## config.mk

```make
export PLATFORM = sky130hd
export DESIGN_NAME = prio_irq_ctrl
export DESIGN_NICKNAME = d
export VERILOG_FILES = /design/src/rtl/pic_pkg.sv /design/src/rtl/pic_src_cell.sv /design/src/rtl/pic_arbiter.sv /design/src/rtl/prio_irq_ctrl.sv
export SDC_FILE = /design/constraint.sdc
export NUM_CORES = 1
export LEC_CHECK = 0
export ABC_AREA = 1
export BUFFER_PORTS_ARGS = -buffer_cell sky130_fd_sc_hd__buf_2
export CELL_PAD_IN_SITES_DETAIL_PLACEMENT = 1
export CELL_PAD_IN_SITES_GLOBAL_PLACEMENT = 2
export CORE_ASPECT_RATIO = 1.1
export CORE_MARGIN = 2
export CORE_UTILIZATION = 36
export CTS_BUF_LIST = sky130_fd_sc_hd__clkbuf_4
export DETAILED_ROUTE_END_ITERATION = 8
export HOLD_SLACK_MARGIN = 0.08
export PLACE_DENSITY = 0.91
export SYNTH_ARGS = -nofsm -noshare
export SYNTH_HDL_FRONTEND = slang
export SYNTH_SLANG_ARGS = --single-unit
export TNS_END_PERCENT = 10
```

## constraint.sdc

```tcl
create_clock -name clk -period 36.1 [get_ports clk]
set_input_delay 7.22 -clock clk [delete_from_list [all_inputs] [get_ports clk]]
set_output_delay 7.22 -clock clk [all_outputs]
set_load 0.01 [all_outputs]
```

## src/rtl/pic_pkg.sv

```systemverilog
package pic_pkg;
  localparam int BUS_AW = 9;

  typedef enum logic [1:0] {
    TRIG_LOW  = 2'd0,
    TRIG_HIGH = 2'd1,
    TRIG_FALL = 2'd2,
    TRIG_RISE = 2'd3
  } trig_e;

  localparam logic [BUS_AW-1:0] OFS_RAW   = 9'h100;
  localparam logic [BUS_AW-1:0] OFS_PEND  = 9'h104;
  localparam logic [BUS_AW-1:0] OFS_STAT  = 9'h108;
  localparam logic [BUS_AW-1:0] OFS_ACK   = 9'h10C;
  localparam logic [BUS_AW-1:0] OFS_NUM   = 9'h110;
  localparam logic [BUS_AW-1:0] OFS_EN    = 9'h114;
  localparam logic [BUS_AW-1:0] OFS_ENSET = 9'h120;
  localparam logic [BUS_AW-1:0] OFS_ENCLR = 9'h124;
  localparam logic [BUS_AW-1:0] OFS_PSET  = 9'h128;
  localparam logic [BUS_AW-1:0] OFS_PCLR  = 9'h12C;
  localparam logic [BUS_AW-1:0] OFS_EOS   = 9'h130;
endpackage

```

## src/rtl/pic_src_cell.sv

```systemverilog
module pic_src_cell
  import pic_pkg::*;
(
  input  logic  clk,
  input  logic  rst_n,
  input  logic  src,
  input  trig_e trig,
  input  logic  sw_set,
  input  logic  clr,
  output logic  pending
);
  logic prev_q, latch_q, latch_d;
  logic edge_hit, level_hit;

  always_comb begin
    edge_hit  = 1'b0;
    level_hit = 1'b0;
    unique case (trig)
      TRIG_LOW:  level_hit = ~src;
      TRIG_HIGH: level_hit = src;
      TRIG_FALL: edge_hit  = prev_q & ~src;
      TRIG_RISE: edge_hit  = ~prev_q & src;
      default:   level_hit = 1'b0;
    endcase
    // a new event takes precedence over any clear in the same cycle
    latch_d = latch_q;
    if (clr)               latch_d = 1'b0;
    if (sw_set | edge_hit) latch_d = 1'b1;
    pending = latch_q | level_hit;
  end

  always_ff @(posedge clk or negedge rst_n) begin
    if (!rst_n) begin
      prev_q  <= 1'b0;
      latch_q <= 1'b0;
    end else begin
      prev_q  <= src;
      latch_q <= latch_d;
    end
  end
endmodule

```

## src/rtl/pic_arbiter.sv

```systemverilog
module pic_arbiter #(
  parameter int NSRC = 32,
  parameter int PW   = 3,
  localparam int IW  = $clog2(NSRC)
) (
  input  logic [NSRC-1:0]         req,
  input  logic [NSRC-1:0][PW-1:0] pri,
  output logic                    any,
  output logic [IW-1:0]           idx
);
  logic [PW-1:0] best;

  // ascending scan with strict compare: equal priority keeps the lower index
  always_comb begin
    any  = 1'b0;
    idx  = '0;
    best = '1;
    for (int i = 0; i < NSRC; i++) begin
      if (req[i] && (!any || pri[i] < best)) begin
        any  = 1'b1;
        idx  = IW'(i);
        best = pri[i];
      end
    end
  end
endmodule

```

## src/rtl/prio_irq_ctrl.sv

```systemverilog
module prio_irq_ctrl
  import pic_pkg::*;
#(
  parameter int NSRC = 32,
  parameter int PW   = 3,
  localparam int IW  = $clog2(NSRC),
  localparam int AW  = BUS_AW
) (
  input  logic            clk,
  input  logic            rst_n,
  input  logic [AW-1:0]   bus_addr,
  input  logic            bus_wr,
  input  logic            bus_rd,
  input  logic [31:0]     bus_wdata,
  output logic [31:0]     bus_rdata,
  input  logic [NSRC-1:0] src_i,
  output logic            irq_n
);
  logic [1:0]      typ_q [NSRC];
  logic [1:0]      typ_d [NSRC];
  logic [PW-1:0]   pri_q [NSRC];
  logic [PW-1:0]   pri_d [NSRC];
  logic [NSRC-1:0] en_q, en_d;
  logic            in_svc_q, in_svc_d;
  logic [IW-1:0]   svc_idx_q, svc_idx_d;
  logic            irq_n_q, irq_n_d;
  logic [31:0]     rdata_q, rdata_d;

  logic [NSRC-1:0]         pend, req, sw_set, clr;
  logic [NSRC-1:0][PW-1:0] pri_vec;
  logic                    req_any;
  logic [IW-1:0]           win_idx;
  logic                    sel_ctrl, ack_fire, eos_hit;
  logic [IW-1:0]           cidx;

  assign sel_ctrl = (bus_addr[AW-1:IW+2] == '0);
  assign cidx     = bus_addr[IW+1:2];
  assign ack_fire = bus_rd && (bus_addr == OFS_ACK) && req_any && !in_svc_q;
  assign eos_hit  = bus_wr && (bus_addr == OFS_EOS);
  assign req      = pend & en_q;

  for (genvar g = 0; g < NSRC; g++) begin : g_src
    assign sw_set[g]  = bus_wr && (bus_addr == OFS_PSET) && bus_wdata[g];
    assign clr[g]     = (bus_wr && (bus_addr == OFS_PCLR) && bus_wdata[g]) ||
                        (ack_fire && (win_idx == IW'(g)));
    assign pri_vec[g] = pri_q[g];
    pic_src_cell u_cell (
      .clk     (clk),
      .rst_n   (rst_n),
      .src     (src_i[g]),
      .trig    (trig_e'(typ_q[g])),
      .sw_set  (sw_set[g]),
      .clr     (clr[g]),
      .pending (pend[g])
    );
  end

  pic_arbiter #(.NSRC(NSRC), .PW(PW)) u_arb (
    .req (req),
    .pri (pri_vec),
    .any (req_any),
    .idx (win_idx)
  );

  always_comb begin
    typ_d     = typ_q;
    pri_d     = pri_q;
    en_d      = en_q;
    in_svc_d  = in_svc_q;
    svc_idx_d = svc_idx_q;
    if (bus_wr && sel_ctrl) begin
      typ_d[cidx] = bus_wdata[7:6];
      pri_d[cidx] = bus_wdata[PW-1:0];
    end
    if (bus_wr && bus_addr == OFS_ENSET) en_d = en_q | bus_wdata[NSRC-1:0];
    if (bus_wr && bus_addr == OFS_ENCLR) en_d = en_q & ~bus_wdata[NSRC-1:0];
    if (eos_hit) in_svc_d = 1'b0;
    if (ack_fire) begin
      in_svc_d  = 1'b1;
      svc_idx_d = win_idx;
    end
    irq_n_d = ~(req_any & ~in_svc_d);
  end

  always_comb begin
    rdata_d = '0;
    if (sel_ctrl) begin
      rdata_d[7:6]    = typ_q[cidx];
      rdata_d[PW-1:0] = pri_q[cidx];
    end else begin
      case (bus_addr)
        OFS_RAW:  rdata_d[NSRC-1:0] = src_i;
        OFS_PEND: rdata_d[NSRC-1:0] = pend;
        OFS_STAT: rdata_d[NSRC-1:0] = req;
        OFS_ACK: begin
          if (in_svc_q)     rdata_d[IW+1:0] = {svc_idx_q, 2'b00};
          else if (req_any) rdata_d[IW+1:0] = {win_idx, 2'b00};
        end
        OFS_NUM:  rdata_d[IW-1:0]   = svc_idx_q;
        OFS_EN:   rdata_d[NSRC-1:0] = en_q;
        default:  rdata_d = '0;
      endcase
    end
  end

  always_ff @(posedge clk or negedge rst_n) begin
    if (!rst_n) begin
      for (int i = 0; i < NSRC; i++) begin
        typ_q[i] <= '0;
        pri_q[i] <= '0;
      end
      en_q      <= '0;
      in_svc_q  <= 1'b0;
      svc_idx_q <= '0;
      irq_n_q   <= 1'b1;
      rdata_q   <= '0;
    end else begin
      typ_q     <= typ_d;
      pri_q     <= pri_d;
      en_q      <= en_d;
      in_svc_q  <= in_svc_d;
      svc_idx_q <= svc_idx_d;
      irq_n_q   <= irq_n_d;
      if (bus_rd) rdata_q <= rdata_d;
    end
  end

  assign bus_rdata = rdata_q;
  assign irq_n     = irq_n_q;
endmodule

```

==> results.json <==
{
  "die_h_um": 243,
  "initial_core_util_pct": 36.4,
  "skew_ps": 60.1,
  "setup_tns_ps": 0,
  "wl_per_cell_um": 22.7,
  "period_share_pct": 96.3,
  "postLayoutCellArea_um2": 22800,
  "synth_xor_area_share_pct": 0,
  "grt_first_pass_wirelength_um": 123000,
  "cts_sinks": 295,
  "via_per_inst": 5.57,
  "r2r_end": "g_src[23].u_cell.latch_q$_DFFE_PN0P_",
  "drcViolationCount": 0,
  "netlist_area_um2": 18600,
  "ir_worst_vdd_v": 0.0000226,
  "hp-class": "flop to flop",
  "cts_tree": "done",
  "num_io_pins": 110,
  "rr_worst_depth": 270,
  "place_area_um2": 20100,
  "min_to": "bus_rdata[4]$_DFFE_PN0P_",
  "crit_top_cell": "nand2_1",
  "hold_buffers": 0,
  "core_um2": 51200,
  "arrival_ps": 35530,
  "p_per_area_nw_per_um2": 47.9,
  "grt_max_degree": 120,
  "synth_top_cell_by_area": "dfrtp_1",
  "grt_overflow": 0,
  "synth-simple-area-share_pct": 30.4,
  "root_buffer": "clkbuf_4",
  "finalMaxSlewViolations": 0,
  "synth_cell_types": 44,
  "slew_headroom_pct": 8.23,
  "tightest_slew_ps": 1370,
  "power.leakage_nw": 11.1,
  "outcome": "finished, final reports clean",
  "synthTopCellsByArea": "dfrtp_1 (39%), nand2_1 (16%), o21ai_0 (7.4%)",
  "hold_start": "bus_rdata[4]$_DFFE_PN0P_",
  "io_buffers": 109,
  "clockBufferDepth": 3,
  "synth_top_family_by_area": "simple AND/OR/NAND/NOR gates",
  "end_kind": "flop",
  "synth_enable_flop_cells": 0,
  "cpPeakStageDelay_ps": 330,
  "async_reset_ff_share_pct": 100,
  "numCtsBuffers": 90,
  "dieArea_um2": 53600,
  "gp_congestion": 0.963,
  "synth.avg_cell_area_um2": 6.93,
  "min_period_ps": 34780,
  "postSynthCellCount": 2687,
  "grt_pass1_vias": 20800,
  "area_delta_synth_final_pct": 22.5,
  "setup_viol": 0,
  "synth_nets": 2796,
  "hold_violations": 0,
  "rows": 87,
  "mostFrequentLayoutCell": "nand2_1",
  "netlist.area_leader.share_pct": 39.5,
  "synth-seq-cells": 295,
  "die_w_um": 221,
  "path_max_fanout": 8,
  "startpoint_type": "primary input",
  "finalWirelength_um": 83500,
  "clk_pin_slew_worst_paths_ps": 60,
  "finalNetCount": 3071,
  "drt_pass1_iterations": 6,
  "antenna_found_initial": 3,
  "cap_violations": 0,
  "synth_adder_area_share_pct": 2.15,
  "critical_path_class": "primary input to flop",
  "ys.warnings.count": 0,
  "synth-compound-area-share_pct": 18.8,
  "ant_nets": 0,
  "grt_util_all_layers_pct": 29.9,
  "num_vias": 20500,
  "layout_common_cells": "nand2_1 (766), inv_1 (316), dfrtp_1 (294)",
  "seq_area_um2": 7380,
  "drive_gt1_share_pct": 20.2,
  "hold_depth": 2,
  "timing.reg2reg.setup_slack_ps": 7270,
  "required_ps": 36850,
  "dp_hpwl_um": 58300,
  "num-fill-cells": 6600,
  "drt_iter0_markers": 1568,
  "yosysSeqAreaShare_pct": 39.6,
  "clk_latency_ps": 880,
  "multi_input_area_um2": 10500,
  "slowest_stage": "ha_1",
  "ys.flop_type": "dfrtp_1",
  "synthMuxAreaShare_pct": 0,
  "rr_startpoint": "typ_q[62]$_DFFE_PN0P_",
  "max_freq_ghz": 0.0288,
  "htree_num_levels": 3
}
-- worst max path at each step --
stage                                           endpoint  slack (ps)  depth (start not counted)      from
floorplan            g_src[1].u_cell.latch_q$_DFFE_PN0P_        2790                        254  src_i[0]
global placement    g_src[12].u_cell.latch_q$_DFFE_PN0P_         -50                        253  src_i[0]
detailed placement  g_src[12].u_cell.latch_q$_DFFE_PN0P_       -2420                        255  src_i[0]
CTS                 g_src[12].u_cell.latch_q$_DFFE_PN0P_          20                        259  src_i[0]
global route        g_src[23].u_cell.latch_q$_DFFE_PN0P_        -890                        272  src_i[0]
finish              g_src[23].u_cell.latch_q$_DFFE_PN0P_        1320                        271  src_i[0]
-- metrics by stage --
step | utilization, % | hold slack [ps] | power [mW] | cells | setup WS (ps)
floorplan | - | 453 | 0.582 | 2687 | 2790
global placement | 39.2 | 456 | 0.672 | 3431 | -47.2
detailed placement | 39.2 | 464 | 0.683 | 3431 | -2420
CTS | 41.2 | 480 | 1.01 | 3573 | 23.9
global route | 44.6 | 519 | 1.16 | 3680 | -890
finish | 44.6 | 479 | 1.09 | 3680 | 1320
-- layer usage --
metal / global-route usage [%] / vias to the layer above / share of wire [%]
li1: - / 9427 / -
met1: 36.6 / 10100 / 41
met2: 49.2 / 700 / 48
met3: 5.83 / 221 / 6.3
met4: 16.9 / 2 / 5.5
met5: 0 / - / 0.022
-- worst max-delay path, delay by kind of cell --
family / cells / cell delay [ps]
buffers and inverters: 34 / 2260
and+or+nand+nor: 177 / 14140
adders and majority gates: 30 / 7550
AOI/OAI and AO/OA: 30 / 4220
-- timing repair --
item | CTS | global route
setup endpoints to repair | 42 | 42
gates resized for setup | 18 | 192
buffers inserted | 0 | 106
pin swaps | 0 | 87
-- power breakdown --
group,switching [mW],leakage [nW],internal (mW)
clock,0.159,0.627,0.161
combinational,0.256,6.71,0.143
sequential,0.0227,3.80,0.351
-- cell families after synthesis --
kind of cell,count (synthesis)
compound gates,590
fa+ha+maj,32
buf+inv,444
flops,295
simple gates,1326
-- synth_stat cells (13+ instances only) --
cell type  instances
o21ai_0          276
ha_1              32
dfrtp_1          294
o221ai_1          23
inv_1            323
a22o_1            13
nand3_1          181
clkinv_1          31
nand2_1          810
o22ai_1           48
nor2_1           203
a22oi_1           37
a21oi_1           91
inv_2             23
nor3b_1           14
o21ai_1           17
a221oi_1          16
nand2_4           13
nand2_2           60
o31ai_1           36
a2111oi_0         17
clkbuf_1          59
-- final cells by class --
cell class | count | share of cell area, %
tap | 667 | 3.66
inverter | 378 | 6.22
multi-input combinational | 1948 | 46.2
clock inverter | 12 | 0.208
antenna | 1 | 0.0110
clock buffer | 130 | 4.28
timing repair buffer | 249 | 7.06
sequential | 295 | 32.3
Power figures use the tool's default switching activity.
